--- config.mk ---
export PLATFORM = sky130hd
export DESIGN_NAME = sclk_gen_top
export DESIGN_NICKNAME = d
export VERILOG_FILES = /design/src/rtl/sclk_gen_pkg.sv /design/src/rtl/sclk_base_counter.sv /design/src/rtl/sclk_post_div.sv /design/src/rtl/sclk_edge_sync.sv /design/src/rtl/sclk_gen_top.sv
export SDC_FILE = /design/constraint.sdc
export NUM_CORES = 1
export LEC_CHECK = 0
export BUFFER_PORTS_ARGS = -buffer_cell sky130_fd_sc_hd__buf_4
export CAP_MARGIN = 20
export CORE_MARGIN = 2
export CORE_UTILIZATION = 57
export DETAILED_ROUTE_END_ITERATION = 10
export MAX_ROUTING_LAYER = met4
export PLACE_DENSITY = 0.87
export SYNTH_ARGS = -nofsm -noshare
export SYNTH_HDL_FRONTEND = slang
export SYNTH_HIERARCHICAL = 1
export SYNTH_SLANG_ARGS = --single-unit
--- constraint.sdc ---
create_clock -name clk -period 3.6 [get_ports clk]
set_input_delay 0.9 -clock clk [delete_from_list [all_inputs] [get_ports clk]]
set_output_delay 0.9 -clock clk [all_outputs]
set_load 0.005 [all_outputs]
--- src/rtl/sclk_gen_pkg.sv ---
package sclk_gen_pkg;
  typedef enum logic [1:0] {
    MODE_ASYNC    = 2'd0,
    MODE_ASYNC_2X = 2'd1,
    MODE_MASTER   = 2'd2,
    MODE_SLAVE    = 2'd3
  } sclk_mode_e;

  function automatic sclk_mode_e decode_mode(input logic sync_sel, input logic speed2x,
                                             input logic clk_dir);
    if (!sync_sel) return speed2x ? MODE_ASYNC_2X : MODE_ASYNC;
    return clk_dir ? MODE_MASTER : MODE_SLAVE;
  endfunction
endpackage

--- src/rtl/sclk_base_counter.sv ---
module sclk_base_counter #(
  parameter int DIV_W = 12
) (
  input  logic             clk,
  input  logic             rst,
  input  logic [DIV_W-1:0] div_value,
  input  logic             load,
  output logic             tick
);
  logic [DIV_W-1:0] cnt_q;
  logic             at_zero;

  assign at_zero = (cnt_q == '0);
  // a forced reload takes precedence over the zero crossing
  assign tick = at_zero && !load;

  always_ff @(posedge clk) begin
    if (rst)                 cnt_q <= '0;
    else if (load || at_zero) cnt_q <= div_value;
    else                     cnt_q <= cnt_q - 1'b1;
  end

  assert_reload_R2: assert property (@(posedge clk) disable iff (rst)
    load |=> cnt_q == $past(div_value));
  assert_countdown_R1: assert property (@(posedge clk) disable iff (rst)
    (!load && !at_zero) |=> cnt_q == $past(cnt_q) - 1'b1);
endmodule

--- src/rtl/sclk_post_div.sv ---
module sclk_post_div #(
  parameter int PDIV_W = 4
) (
  input  logic              clk,
  input  logic              rst,
  input  logic              tick,
  input  logic [PDIV_W-1:0] mask,
  output logic              wrap,
  output logic              lsb_next
);
  logic [PDIV_W-1:0] pdiv_q;

  assign wrap     = tick && ((pdiv_q & mask) == mask);
  assign lsb_next = tick ? ~pdiv_q[0] : pdiv_q[0];

  always_ff @(posedge clk) begin
    if (rst)       pdiv_q <= '0;
    else if (tick) pdiv_q <= pdiv_q + 1'b1;
  end

  assert_hold_R3: assert property (@(posedge clk) disable iff (rst)
    !tick |=> $stable(pdiv_q));
endmodule

--- src/rtl/sclk_edge_sync.sv ---
module sclk_edge_sync #(
  parameter int STAGES = 2
) (
  input  logic clk,
  input  logic rst,
  input  logic ext_clk,
  input  logic fall_sel,
  output logic edge_hit
);
  logic [STAGES:0] sh_q;
  logic            cur, prev;

  assign cur  = sh_q[STAGES-1];
  assign prev = sh_q[STAGES];
  assign edge_hit = fall_sel ? (prev && !cur) : (!prev && cur);

  always_ff @(posedge clk) begin
    if (rst) sh_q <= '0;
    else     sh_q <= {sh_q[STAGES-1:0], ext_clk};
  end

  assert_single_edge_R7: assert property (@(posedge clk) disable iff (rst)
    edge_hit |=> !edge_hit);
endmodule

--- src/rtl/sclk_gen_top.sv ---
module sclk_gen_top #(
  parameter int DIV_W        = 12,
  parameter int ASYNC_DIV    = 16,
  parameter int ASYNC_2X_DIV = 8,
  parameter int MASTER_DIV   = 2,
  parameter int SYNC_STAGES  = 2
) (
  input  logic             clk,
  input  logic             rst,
  input  logic [DIV_W-1:0] div_value,
  input  logic             div_lo_wr,
  input  logic             sync_sel,
  input  logic             speed2x,
  input  logic             clk_dir,
  input  logic             clk_pol,
  input  logic             clk_in,
  output logic             tx_tick,
  output logic             rx_tick,
  output logic             clk_out
);
  import sclk_gen_pkg::*;

  localparam int PDIV_W = $clog2(ASYNC_DIV);
  localparam logic [PDIV_W-1:0] MASK_ASYNC  = PDIV_W'(ASYNC_DIV - 1);
  localparam logic [PDIV_W-1:0] MASK_2X     = PDIV_W'(ASYNC_2X_DIV - 1);
  localparam logic [PDIV_W-1:0] MASK_MASTER = PDIV_W'(MASTER_DIV - 1);

  sclk_mode_e        mode;
  logic              base_tick, pd_wrap, pd_lsb, ext_edge;
  logic [PDIV_W-1:0] pd_mask;

  assign mode = decode_mode(sync_sel, speed2x, clk_dir);

  always_comb begin
    case (mode)
      MODE_ASYNC:    pd_mask = MASK_ASYNC;
      MODE_ASYNC_2X: pd_mask = MASK_2X;
      default:       pd_mask = MASK_MASTER;
    endcase
  end

  sclk_base_counter #(.DIV_W(DIV_W)) base_i (
    .clk(clk), .rst(rst), .div_value(div_value), .load(div_lo_wr), .tick(base_tick));

  sclk_post_div #(.PDIV_W(PDIV_W)) pdiv_i (
    .clk(clk), .rst(rst), .tick(base_tick), .mask(pd_mask),
    .wrap(pd_wrap), .lsb_next(pd_lsb));

  sclk_edge_sync #(.STAGES(SYNC_STAGES)) sync_i (
    .clk(clk), .rst(rst), .ext_clk(clk_in), .fall_sel(clk_pol), .edge_hit(ext_edge));

  always_ff @(posedge clk) begin
    if (rst) begin
      tx_tick <= 1'b0;
      rx_tick <= 1'b0;
      clk_out <= 1'b0;
    end else begin
      tx_tick <= (mode == MODE_SLAVE) ? ext_edge : pd_wrap;
      rx_tick <= (mode == MODE_SLAVE) ? ext_edge : base_tick;
      clk_out <= (mode == MODE_MASTER) && pd_lsb;
    end
  end

  assert_tx_within_rx_R5: assert property (@(posedge clk) disable iff (rst)
    tx_tick |-> rx_tick);
  assert_clk_out_idle_R6: assert property (@(posedge clk) disable iff (rst)
    clk_out |-> $past(sync_sel && clk_dir));
  assert_slave_pair_R8: assert property (@(posedge clk) disable iff (rst)
    (rx_tick && $past(sync_sel && !clk_dir)) |-> tx_tick);
endmodule

==> flow_summary.json <==
{
  "drc": 0,
  "tightestPinTransition_ns": 0.783,
  "cp_top_family": "simple AND/OR/NAND/NOR gates",
  "rsz0062_at_grt": "no",
  "num_vias": 1000,
  "area_growth_pct": 19.3,
  "drive_gt1_share_pct": 28.1,
  "post-route-period-util_pct": 67.5,
  "postCtsHoldBufs": 0,
  "syn_area_per_cell_sq_um": 9.40,
  "ys_seq_elements": 22,
  "antenna_found_initial": 0,
  "synth_warnings": 6,
  "r2r_end": "tx_tick",
  "critPathLaunchType": "register",
  "grt_pass1_wl_um": 4440,
  "crit_cells": 7,
  "htree_levels": 1,
  "cap_violations": 0,
  "cp.arrival_ns": 2.69,
  "wirelength_um": 2500,
  "path_cells": "nor4_2, nand3_1, nor3b_1, o21ai_0, nor3_1, nand2b_1, o21ai_1",
  "status": "finished, final reports clean",
  "worstSetupStartpoint": "base_i/cnt_q[6]",
  "synth_cells": 123,
  "ff2ff_path_depth": 7,
  "grt-ovfl-total": 0,
  "first_pass_iters": 4,
  "rows": 16,
  "ctsResizeCount": 0,
  "synth.distinct_cells": 43,
  "yosysSeqAreaShare_pct": 38.1,
  "post-route-util_pct": 71.0,
  "viasPerCell": 5.78,
  "fmax_mhz": 412,
  "fp.dieW_um": 49.0,
  "nets": 170,
  "peakVddDrop_mv": 0.247,
  "finalMaxSlewViolations": 0,
  "synth-edff-count": 0,
  "syn_nets": 146,
  "netlist.top_cell.by_area": "dfxtp_1",
  "cts_root_buf": "clkbuf_4",
  "fin_worst_skew_ns": 0.00694,
  "worstSetupEndpoint": "tx_tick",
  "grt_util_all_layers_pct": 24.0,
  "critical-path-max-stage-delay_ns": 0.69,
  "cts_setup_buffers": 0,
  "timing.rr.start": "base_i/cnt_q[6]",
  "finalHoldViolCount": 0,
  "die_h_um": 49.0,
  "path_clk_slew_ns": 0.13,
  "cp-end-kind": "register",
  "worstSetupPathType": "register to register",
  "initial_core_util_pct": 59.5,
  "io_pins": 23,
  "wire_per_inst_um": 14.4,
  "synthFlopType": "dfxtp_1",
  "synth.area.top_cells": "dfxtp_1, a21oi_1, xnor2_1",
  "dieArea_sq_um": 2400,
  "required_ns": 3.86,
  "hold_path_class": "register to register",
  "critPathBufInv": 0,
  "powerDensity_nw_per_um2": 394,
  "power.leakage_uw": 0.000562,
  "clock_latency_ns": 0.31,
  "dp.final_hpwl_um": 1750,
  "setup_tns_ns": 0,
  "io_buffers": 22,
  "r2r_slack_ns": 1.17,
  "syn_area_sq_um": 1160,
  "fillerInstances": 158,
  "grt_pass1_vias": 1001,
  "setup_viol": 0,
  "n_antenna_cell": 0,
  "antenna_left": 0,
  "crit_slowest_cell": "nor3b_1",
  "post-synth-top-area-fraction_pct": 38.1,
  "async_flop_share_pct": 0,
  "clock-sinks": 22,
  "min_period_ns": 2.43,
  "cts_buffer_depth": 2,
  "grt_max_degree": 24,
  "gp_congestion": 0.789,
  "slew-limit-headroom_pct": 47.7,
  "drt-initial-drc-count": 27,
  "design.core.area_sq_um": 1940,
  "cts_made_buffers": 3,
  "critical_path.max_fanout": 6,
  "cts_tree": "done"
}
==> report_power, final <==
group,switching [uW],internal (uW)
logic,63.4,61.0
clock network,77.0,61.8
registers,20.9,260
==> placed cells by master, fill, tap and decap left out, drive strengths merged <==
cell type and instances:
a31oi 1, a21oi 12, dfxtp 22, o22ai 2
o31ai 1, o2111ai 1, nor2 10, or4 2
conb 1, clkbuf 4, o21ai 6, buf 22
nand4bb 1, and2b 1, or3 1, nor2b 6
inv 7, xor2 4, nor3b 2, nor4 2
nand3 2, o211a 1, a211oi 7, o41ai 1
nand4 2, a311oi 2, xnor2 6, ha 3
nor3 5, nand2 2, nand2b 3, and4 1
and4b 1, or3b 1, mux2i 1
==> worst register-to-register path: stages (launching register included) <==
cell      delay (ns)
dfxtp_1         0.39
nor4_2          0.56
nand3_1         0.20
nor3b_1         0.69
o21ai_0         0.18
nor3_1          0.18
nand2b_1        0.07
o21ai_1         0.10
==> synth_stat cells, types with 2 or more instances <==
cell	count
nand2b_1	3
xnor2_1	6
clkbuf_1	2
xor2_1	4
dfxtp_1	22
nand2_1	2
nor2_1	9
a21oi_1	12
nor3b_1	2
inv_1	7
nor2b_1	5
a211oi_1	3
a311oi_1	2
o21ai_1	5
or4_4	2
a211oi_2	4
nand3_1	2
nor3_1	4
ha_1	3
==> cell families (layout without fill, tap and decap cells) <==
logic type / after synthesis / after routing / synth area share (%)
adders and majority gates: 3 / 3 / 3.25
other: 1 / 1 / 0.324
muxes: 1 / 1 / 0.866
xor gates and xnor gates: 10 / 10 / 7.58
buffers and inverters: 10 / 33 / 3.36
AOI/OAI and AO/OA: 34 / 34 / 20.8
DFF: 22 / 22 / 38.1
and+or+nand+nor: 42 / 42 / 25.8
==> worst min path at each step <==
| stage | start | to | slack [ns] | cells past startpoint |
|---|---|---|---|---|
| final | sync_i/sh_q[0] | sync_i/sh_q[1] | 0.47 | 1 |
| after global routing | sync_i/sh_q[0] | sync_i/sh_q[1] | 0.48 | 1 |
| after CTS | sync_i/sh_q[0] | sync_i/sh_q[1] | 0.47 | 1 |
| after detailed placement | sync_i/sh_q[0] | sync_i/sh_q[1] | 0.45 | 1 |
| after global placement | sync_i/sh_q[0] | sync_i/sh_q[1] | 0.43 | 1 |
| after floorplan | sync_i/sh_q[0] | sync_i/sh_q[1] | 0.41 | 1 |
==> area by class of cell <==
type / instances / area (sq um) / area share (%)
Multi-Input combinational cell: 91 / 677 / 49.1
Sequential cell: 22 / 440 / 31.9
Inverter: 7 / 26.3 / 1.91
Tap cell: 27 / 33.8 / 2.45
Clock buffer: 4 / 36.3 / 2.63
Timing Repair Buffer: 22 / 165 / 12.0
==> through the flow <==
| stage | cells | setup slack, ns | total power (uW) | hold WS, ns | cell area [sq um] |
|---|---|---|---|---|---|
| after detailed placement | 169 | 1.26 | 408 | 0.451 | 1340 |
| after CTS | 173 | 1.18 | 543 | 0.471 | 1380 |
| after global routing | 173 | 0.968 | 573 | 0.476 | 1380 |
| after global placement | 169 | 1.36 | 402 | 0.432 | 1340 |
| final | 173 | 1.17 | 544 | 0.467 | 1380 |
| after floorplan | 123 | 1.49 | 370 | 0.414 | 1160 |
==> registers in the layout, summed over array words and instances (netlist names) <==
signal and cells:
tx_tick 1, base_i/cnt_q 12, clk_out 1, rx_tick 1
pdiv_i/pdiv_q 4, sync_i/sh_q 3
==> per-layer routing <==
metal / vias up / routed length, um / GRT usage (%) / part of all wire [%]
li1: 493 / - / - / -
met1: 459 / 1140 / 30.6 / 46
met2: 44 / 1170 / 39.0 / 47
met3: 4 / 160 / 4.60 / 6.4
met4: 0 / 28 / 6.67 / 1.1
met5: - / 0 / - / 0
Power figures use the tool's default switching activity.
